$ cat src/rtl/pfd_core.sv
module pfd_core #(
  parameter int DELAY_CYCLES = 3,
  parameter int LOCK_COUNT   = 16,
  parameter int WIDTH_BITS   = 8
) (
  input  logic       clk,
  input  logic       rst_n,
  input  logic       ref_in,
  input  logic       fb_in,
  input  logic [1:0] mode,
  output logic       up,
  output logic       dn,
  output logic       drive_en,
  output logic       locked
);
  localparam int CW = (DELAY_CYCLES < 2) ? 1 : $clog2(DELAY_CYCLES);
  localparam int LW = $clog2(LOCK_COUNT + 1);

  logic                  ref_d, fb_d;
  logic                  ref_flag, fb_flag;
  logic                  ref_pend, fb_pend;
  logic [CW-1:0]         clr_cnt;
  logic [WIDTH_BITS-1:0] wid;
  logic [LW-1:0]         good;

  wire ref_rise = ref_in & ~ref_d;
  wire fb_rise  = fb_in & ~fb_d;
  wire both     = ref_flag & fb_flag;
  wire clr_now  = both && (clr_cnt == CW'(DELAY_CYCLES - 1));

  wire [WIDTH_BITS:0] width_now = {1'b0, wid} + (WIDTH_BITS+1)'(1);
  wire                cmp_good  = width_now <= (WIDTH_BITS+1)'(DELAY_CYCLES + 1);

  always_ff @(posedge clk) begin
    if (!rst_n) begin
      ref_d    <= 1'b0;
      fb_d     <= 1'b0;
      ref_flag <= 1'b0;
      fb_flag  <= 1'b0;
      ref_pend <= 1'b0;
      fb_pend  <= 1'b0;
      clr_cnt  <= '0;
    end else begin
      ref_d <= ref_in;
      fb_d  <= fb_in;
      if (clr_now) begin
        ref_flag <= ref_pend | ref_rise;
        fb_flag  <= fb_pend | fb_rise;
        ref_pend <= 1'b0;
        fb_pend  <= 1'b0;
        clr_cnt  <= '0;
      end else if (both) begin
        ref_pend <= ref_pend | ref_rise;
        fb_pend  <= fb_pend | fb_rise;
        clr_cnt  <= clr_cnt + CW'(1);
      end else begin
        ref_flag <= ref_flag | ref_rise;
        fb_flag  <= fb_flag | fb_rise;
      end
    end
  end

  always_ff @(posedge clk) begin
    if (!rst_n) begin
      wid  <= '0;
      good <= '0;
    end else if (clr_now) begin
      wid <= '0;
      if (!cmp_good)                 good <= '0;
      else if (good != LW'(LOCK_COUNT)) good <= good + LW'(1);
    end else if ((ref_flag | fb_flag) && (wid != '1)) begin
      wid <= wid + WIDTH_BITS'(1);
    end
  end

  wire loop_open = (mode == 2'b01);
  wire swap      = (mode == 2'b11);

  assign up       = ~loop_open & (swap ? fb_flag : ref_flag);
  assign dn       = ~loop_open & (swap ? ref_flag : fb_flag);
  assign drive_en = ~loop_open;
  assign locked   = (good == LW'(LOCK_COUNT));
endmodule

$ cat config.mk
export PLATFORM = sky130hd
export DESIGN_NAME = pfd_core
export DESIGN_NICKNAME = d
export VERILOG_FILES = /design/src/rtl/pfd_core.sv
export SDC_FILE = /design/constraint.sdc
export NUM_CORES = 1
export LEC_CHECK = 0
export BUFFER_PORTS_ARGS = -buffer_cell sky130_fd_sc_hd__buf_2
export CORE_MARGIN = 5
export CORE_UTILIZATION = 60
export CTS_BUF_LIST = sky130_fd_sc_hd__clkbuf_4 sky130_fd_sc_hd__clkbuf_8
export DETAILED_ROUTE_END_ITERATION = 10
export PLACE_DENSITY = 0.78
export SLEW_MARGIN = 20
export SYNTH_ARGS = -nofsm -noshare
export SYNTH_HDL_FRONTEND = slang
export SYNTH_SLANG_ARGS = --single-unit
export TNS_END_PERCENT = 30
$ cat constraint.sdc
create_clock -name clk -period 2.3 [get_ports clk]
set_clock_uncertainty 0.2 [all_clocks]
set_input_delay 0.23 -clock clk [delete_from_list [all_inputs] [get_ports clk]]
set_output_delay 0.23 -clock clk [all_outputs]
set_load 0.03 [all_outputs]
* Yosys cells after proc, flatten, opt, wreduce, memory -nomap -nowiden
Cells that the tools add are included.
** Cells by class
- Add/sub/neg operators :: 4
- Order comparisons :: 1
- Equality and inequality tests :: 8
- Mux-type cells :: 8
- Bitwise operators :: 14
- Reduce and logical (&&, ||, !) cells :: 4
** Operator list (number)
- two-way mux 5 bit :: 2
- adder 8 x 1 -> 9 bit, second input constant :: 1
- less-or-equal comparator 9 x 3 -> 1 bit, second input constant :: 1
- adder 8 x 1 -> 8 bit, second input constant :: 1
- != test 8 bit, second input constant :: 1
- two-way mux 1 bit :: 6
- adder 5 x 1 -> 5 bit, second input constant :: 1
- bitwise AND 1 bit :: 5
- equality test 5 bit, second input constant :: 1
- != test 5 bit, second input constant :: 1
- bitwise OR 1 bit :: 5
- equality test 2 bit, second input constant :: 2
- != test 2 x 1 -> 1 bit, second input constant :: 2
- NOT 1 bit :: 4
- adder 2 x 1 -> 2 bit, second input constant :: 1
- equality test 2 x 1 -> 1 bit, second input constant :: 1
- logical AND 1 bit :: 2
- AND reduction 2 bit :: 1
- OR reduction 2 bit :: 1
** Word-level totals
- Flip-flop bits (word level) :: 21
- Input bits :: 6
- Word-level logic and storage cells :: 48

* Longest topological paths before layout
- Depth after elaboration :: 5
- Depth in mapped cells :: 6

* Least setup slack after synthesis
OpenSTA, ideal clock, no wires.
- Kind :: reg2reg
- From :: register wid[0]
- To :: register wid[5]
- Arrival time :: 1419 ps
- Required time :: 2029 ps
- Setup slack :: 610 ps
- Cell stages (with the launch flop) :: 6
- Clock period less this slack :: 1690 ps
- Cells stage by stage :: dfxtp_1 ha_1 nand3_1 o31ai_4 or4_1 a21oi_1
** Between the ends
- Longest elaborated chain between the ends :: 2
** RTL lines
- start, declared :: RTL line 23 : logic [WIDTH_BITS-1:0] wid;
- start signal, assigned :: RTL line 72 : wid <= wid + WIDTH_BITS'(1);
- parallel branches: the longest is 2 deep, another holds adder 8 x 1 -> 8 bit
Several ways; the timed one is not identified.
A chain may end at the register's enable or synchronous reset.

* Worst setup path after layout
- From :: register good[0]
- To :: output port locked
** Between the ends
- Longest elaborated chain between the ends :: 1
** RTL lines
- start, declared :: RTL line 24 : logic [LW-1:0] good;
- start signal, assigned :: RTL line 70 : else if (good != LW'(LOCK_COUNT)) good <= good + LW'(1);
- equality test 5 bit :: RTL line 82 : assign locked = (good == LW'(LOCK_COUNT));
- end, declared :: RTL line 14 : output logic locked
No other way between the ends.

==> results.tsv <==
stage	metric	value	unit
outcome	outcome	completed	
cts	htreeDepth	1	
finish	antenna-diode-count	0	
cts	tritoncts	built	
die	io-pin-count	10	
grt	grt_max_degree	14	
grt	grt_util_all_layers	18.2	%
setup_path	cp_slowest_cell	sky130_fd_sc_hd__dfxtp_1	
die	rows	15	
finish	layout.cells.most_common	sky130_fd_sc_hd__dfxtp_1	
power_and_ir_drop	p_int	0.476	mW
yosys	synth.net_count	134	
power_and_ir_drop	power_frac_comb	12.2	%
sta	max_freq	533	MHz
cts	post_cts_setup_driven_buffer_insertion_count	0	
setup_path	cpPeakStageDelay	0.42	ns
finish	finish.instance_area	0.00122	sq mm
die	starting_density_of_the_core	63.5	%
finish	final_core_util	70.7	%
setup_path	worst-setup-path-type	reg -> out	
power_and_ir_drop	clock_power_share	27.0	%
sta	final_critical_path_share_of_the_clock_period	81.5	%
sta	final_period_minus_worst_setup_slack	1.88	ns
power_and_ir_drop	peakVddDrop	0.442	mV
yosys	syn_area_per_cell	8.84	sq um
setup_path	critical_path.endpoint_type	output port	
cts	num_cts_buffers	3	
placement	dpl_cell_area	0.00117	sq mm
finish	area.sequential	420	sq um
power_and_ir_drop	powerDensity	529	mW/mm^2
routing	post-route-drc-count	0	
cts	clk_pin_slew	0.12	ns
die	die_w	52.7	um
finish	num-fill-cells	146	
grt	gr-total-overflow	0	
sta	slew_headroom	73.7	%
min_path	worstHoldPathCells	2	
sta	timing.setup.tns	0	ns
routing	wl	2190	um
die	fp.dieArea	0.00278	sq mm
setup_path	crit_chain	inv_1 > ha_1 > and4bb_1 > buf_2	
grt	grt_first_pass_wirelength	3730	um
placement	port_buf_inserts	9	
cts	root_buffer	sky130_fd_sc_hd__clkbuf_4	
power_and_ir_drop	sequentialPowerShare	60.7	%
finish	drive_above_1_share	17.4	%
finish	multi_input_comb_area	643	sq um
finish	layout.cells.most_common_list	sky130_fd_sc_hd__dfxtp_1 (21), sky130_fd_sc_hd__nand2_1 (12), sky130_fd_sc_hd__nand3_1 (9), sky130_fd_sc_hd__buf_2 (9)	
sta	final-setup-viol-count	0	
die	core	0.00173	sq mm
yosys	ys_seq_elements	21	
setup_path	crit_required	1.87	ns
yosys	ys_types	40	
sta	slew_viol_final	0	
setup_path	worst_r2r_path_depth	5	
yosys	synthesis.area	0.00110	sq mm
routing	detail_route.vias_per_cell	5.69	
cts	cts_sinks	21	
routing	post_drt_wl_per_cell	13.4	um
placement	dp_worst_setup_slack	0.467	ns
grt	antenna_found_initial	0	
cts	clk-insertion-delay-late	0.30	ns
routing	detailroute.via_count	928	
cts	maximum_clock_path_buffer_count	2	
die	die-height	52.7	um
yosys	synth_sequential_area_ratio	38.4	%
routing	drt_pass1_iterations	4	
sta	grt_setup_unrepaired	no	
power_and_ir_drop	power.share.switching	26.3	%
sta	report.final.hold_viol_count	0	
yosys	post_synth_inst_count	124	
placement	dp_hpwl	1570	um
setup_path	path_max_fanout	6	
power_and_ir_drop	p_leak	0.466	nW
sta	worst_pin_slew	0.389	ns
setup_path	worst_setup_path_start_kind	flop	
min_path	min_path_type	in -> reg	
flow_run	maxCapViolCount	0	
grt	number_of_global_route_vias_before_repair	906	
sta	setup_slack	0.424	ns
finish	synthToLayoutAreaGrowth	11.4	%
power_and_ir_drop	power.switching	0.170	mW
yosys	synth_warnings	0	
routing	postRouteAntennaNets	0	
routing	drt_iter0_markers	27	
placement	gp_congestion	0.759	
finish	finish.net_count	149	
setup_path	worst_ep_arrival_time	1.45	ns
[logic make-up (layout without fill, tap and decap cells)]
family	count (synthesis)	after routing	synth area share, %
adders and majority gates	4	4	4.57
DFF	21	21	38.4
and+or+nand+nor	56	56	28.2
AOI/OAI and AO/OA	31	31	22.6
buffers and inverters	8	22	2.97
muxes	1	1	0.913
xor gates and xnor gates	3	3	2.40
[power groups by stage]
stage / Clock [mW] / Sequential, mW / Combinational, mW
detailed placement: 0 / 0.400 / 0.0763
global route: 0.203 / 0.395 / 0.0899
CTS: 0.185 / 0.392 / 0.0793
global placement: 0 / 0.399 / 0.0735
floorplan: 0 / 0.393 / 0.0615
finish: 0.175 / 0.392 / 0.0791
[path summary, 6_finish.rpt]
path | startpoint | endpoint | slack (ns)
setup / recovery | good[0] | locked | 0.42
hold / removal | rst_n | ref_d | 0.02
setup reg to reg | wid[0] | wid[1] | 0.43
hold reg to reg | good[4] | good[4] | 0.27
[critical path, delay by kind of cell, from the launching register on]
kind | cells | cell delay, ns
buf+inv | 2 | 0.27
flops | 1 | 0.42
simple gates | 1 | 0.25
fa+ha+maj | 1 | 0.19
[area by class of cell]
class	instances	share of cell area [%]
Clock inverter	1	0.410
Sequential cell	21	34.4
Timing Repair Buffer	13	6.56
Tap cell	25	2.56
Multi-Input combinational cell	95	52.7
Inverter	5	1.54
Clock buffer	3	1.84
[timing repair]
item                                    CTS  global route
hold buffers                              2             0
endpoints found under the setup margin    0             0
endpoints found under the hold margin     2             0
resized for setup                         0             0
[routing by layer]
layer | GRT usage (%) | up-vias | wire, um
met2 | 30.0 | 17 | 1090
met4 | 9.79 | 0 | 17
met1 | 22.1 | 425 | 1010
met5 | 0 | - | 0
li1 | - | 484 | -
met3 | 3.42 | 2 | 75
[through the flow]
stage / hold slack [ns] / power (mW) / std cells
5_1_grt: 0.0379 / 0.688 / 163
4_1_cts: 0.00836 / 0.657 / 163
3_5_place_dp: 0.251 / 0.476 / 157
3_3_place_gp: 0.250 / 0.473 / 157
6_report: 0.0203 / 0.646 / 163
2_1_floorplan: 0.152 / 0.454 / 124
[sequential cells by signal, indices dropped and copies added, names as in the netlist]
name and count:
clr_cnt 2, fb_d 1, fb_flag 1, fb_pend 1, good 5, ref_d 1
ref_flag 1, ref_pend 1, wid 8
[cell usage after synthesis]
library cell / instances / area share, %
sky130_fd_sc_hd__xor2_1: 2 / 1.6
sky130_fd_sc_hd__o211ai_1: 1 / 0.69
sky130_fd_sc_hd__clkbuf_1: 1 / 0.34
sky130_fd_sc_hd__or4b_4: 1 / 1.3
sky130_fd_sc_hd__o311ai_0: 1 / 0.80
sky130_fd_sc_hd__or3_2: 1 / 0.69
sky130_fd_sc_hd__mux2i_1: 1 / 0.91
sky130_fd_sc_hd__a31oi_1: 1 / 0.57
sky130_fd_sc_hd__nor2b_1: 1 / 0.57
sky130_fd_sc_hd__o31ai_4: 1 / 1.9
sky130_fd_sc_hd__o2111ai_1: 1 / 0.80
sky130_fd_sc_hd__and2_1: 8 / 4.6
sky130_fd_sc_hd__a21bo_2: 1 / 0.91
sky130_fd_sc_hd__nor3_1: 4 / 1.8
sky130_fd_sc_hd__nor4b_1: 1 / 0.80
sky130_fd_sc_hd__nor2_1: 8 / 2.7
sky130_fd_sc_hd__o31ai_1: 1 / 0.69
sky130_fd_sc_hd__and3_2: 1 / 0.69
sky130_fd_sc_hd__ha_1: 4 / 4.6
sky130_fd_sc_hd__a311oi_1: 1 / 0.80
sky130_fd_sc_hd__and4bb_1: 1 / 1.1
sky130_fd_sc_hd__nand2b_1: 3 / 1.7
sky130_fd_sc_hd__o21ai_0: 7 / 3.2
sky130_fd_sc_hd__a211oi_4: 1 / 1.8
sky130_fd_sc_hd__buf_2: 2 / 0.91
sky130_fd_sc_hd__nand3_1: 9 / 4.1
sky130_fd_sc_hd__o221ai_1: 5 / 4.0
sky130_fd_sc_hd__dfxtp_1: 21 / 38
sky130_fd_sc_hd__o21ba_2: 2 / 1.8
sky130_fd_sc_hd__and4_1: 1 / 0.80
sky130_fd_sc_hd__xnor2_1: 1 / 0.80
sky130_fd_sc_hd__or4_1: 2 / 1.4
sky130_fd_sc_hd__inv_1: 5 / 1.7
sky130_fd_sc_hd__nor3b_1: 1 / 0.69
sky130_fd_sc_hd__nand2_1: 12 / 4.1
sky130_fd_sc_hd__nor4_1: 1 / 0.57
sky130_fd_sc_hd__a21oi_1: 4 / 1.8
sky130_fd_sc_hd__a211oi_1: 2 / 1.4
sky130_fd_sc_hd__a21boi_0: 2 / 1.4
sky130_fd_sc_hd__or2_2: 1 / 0.57
(Power assumes the default switching activity.)
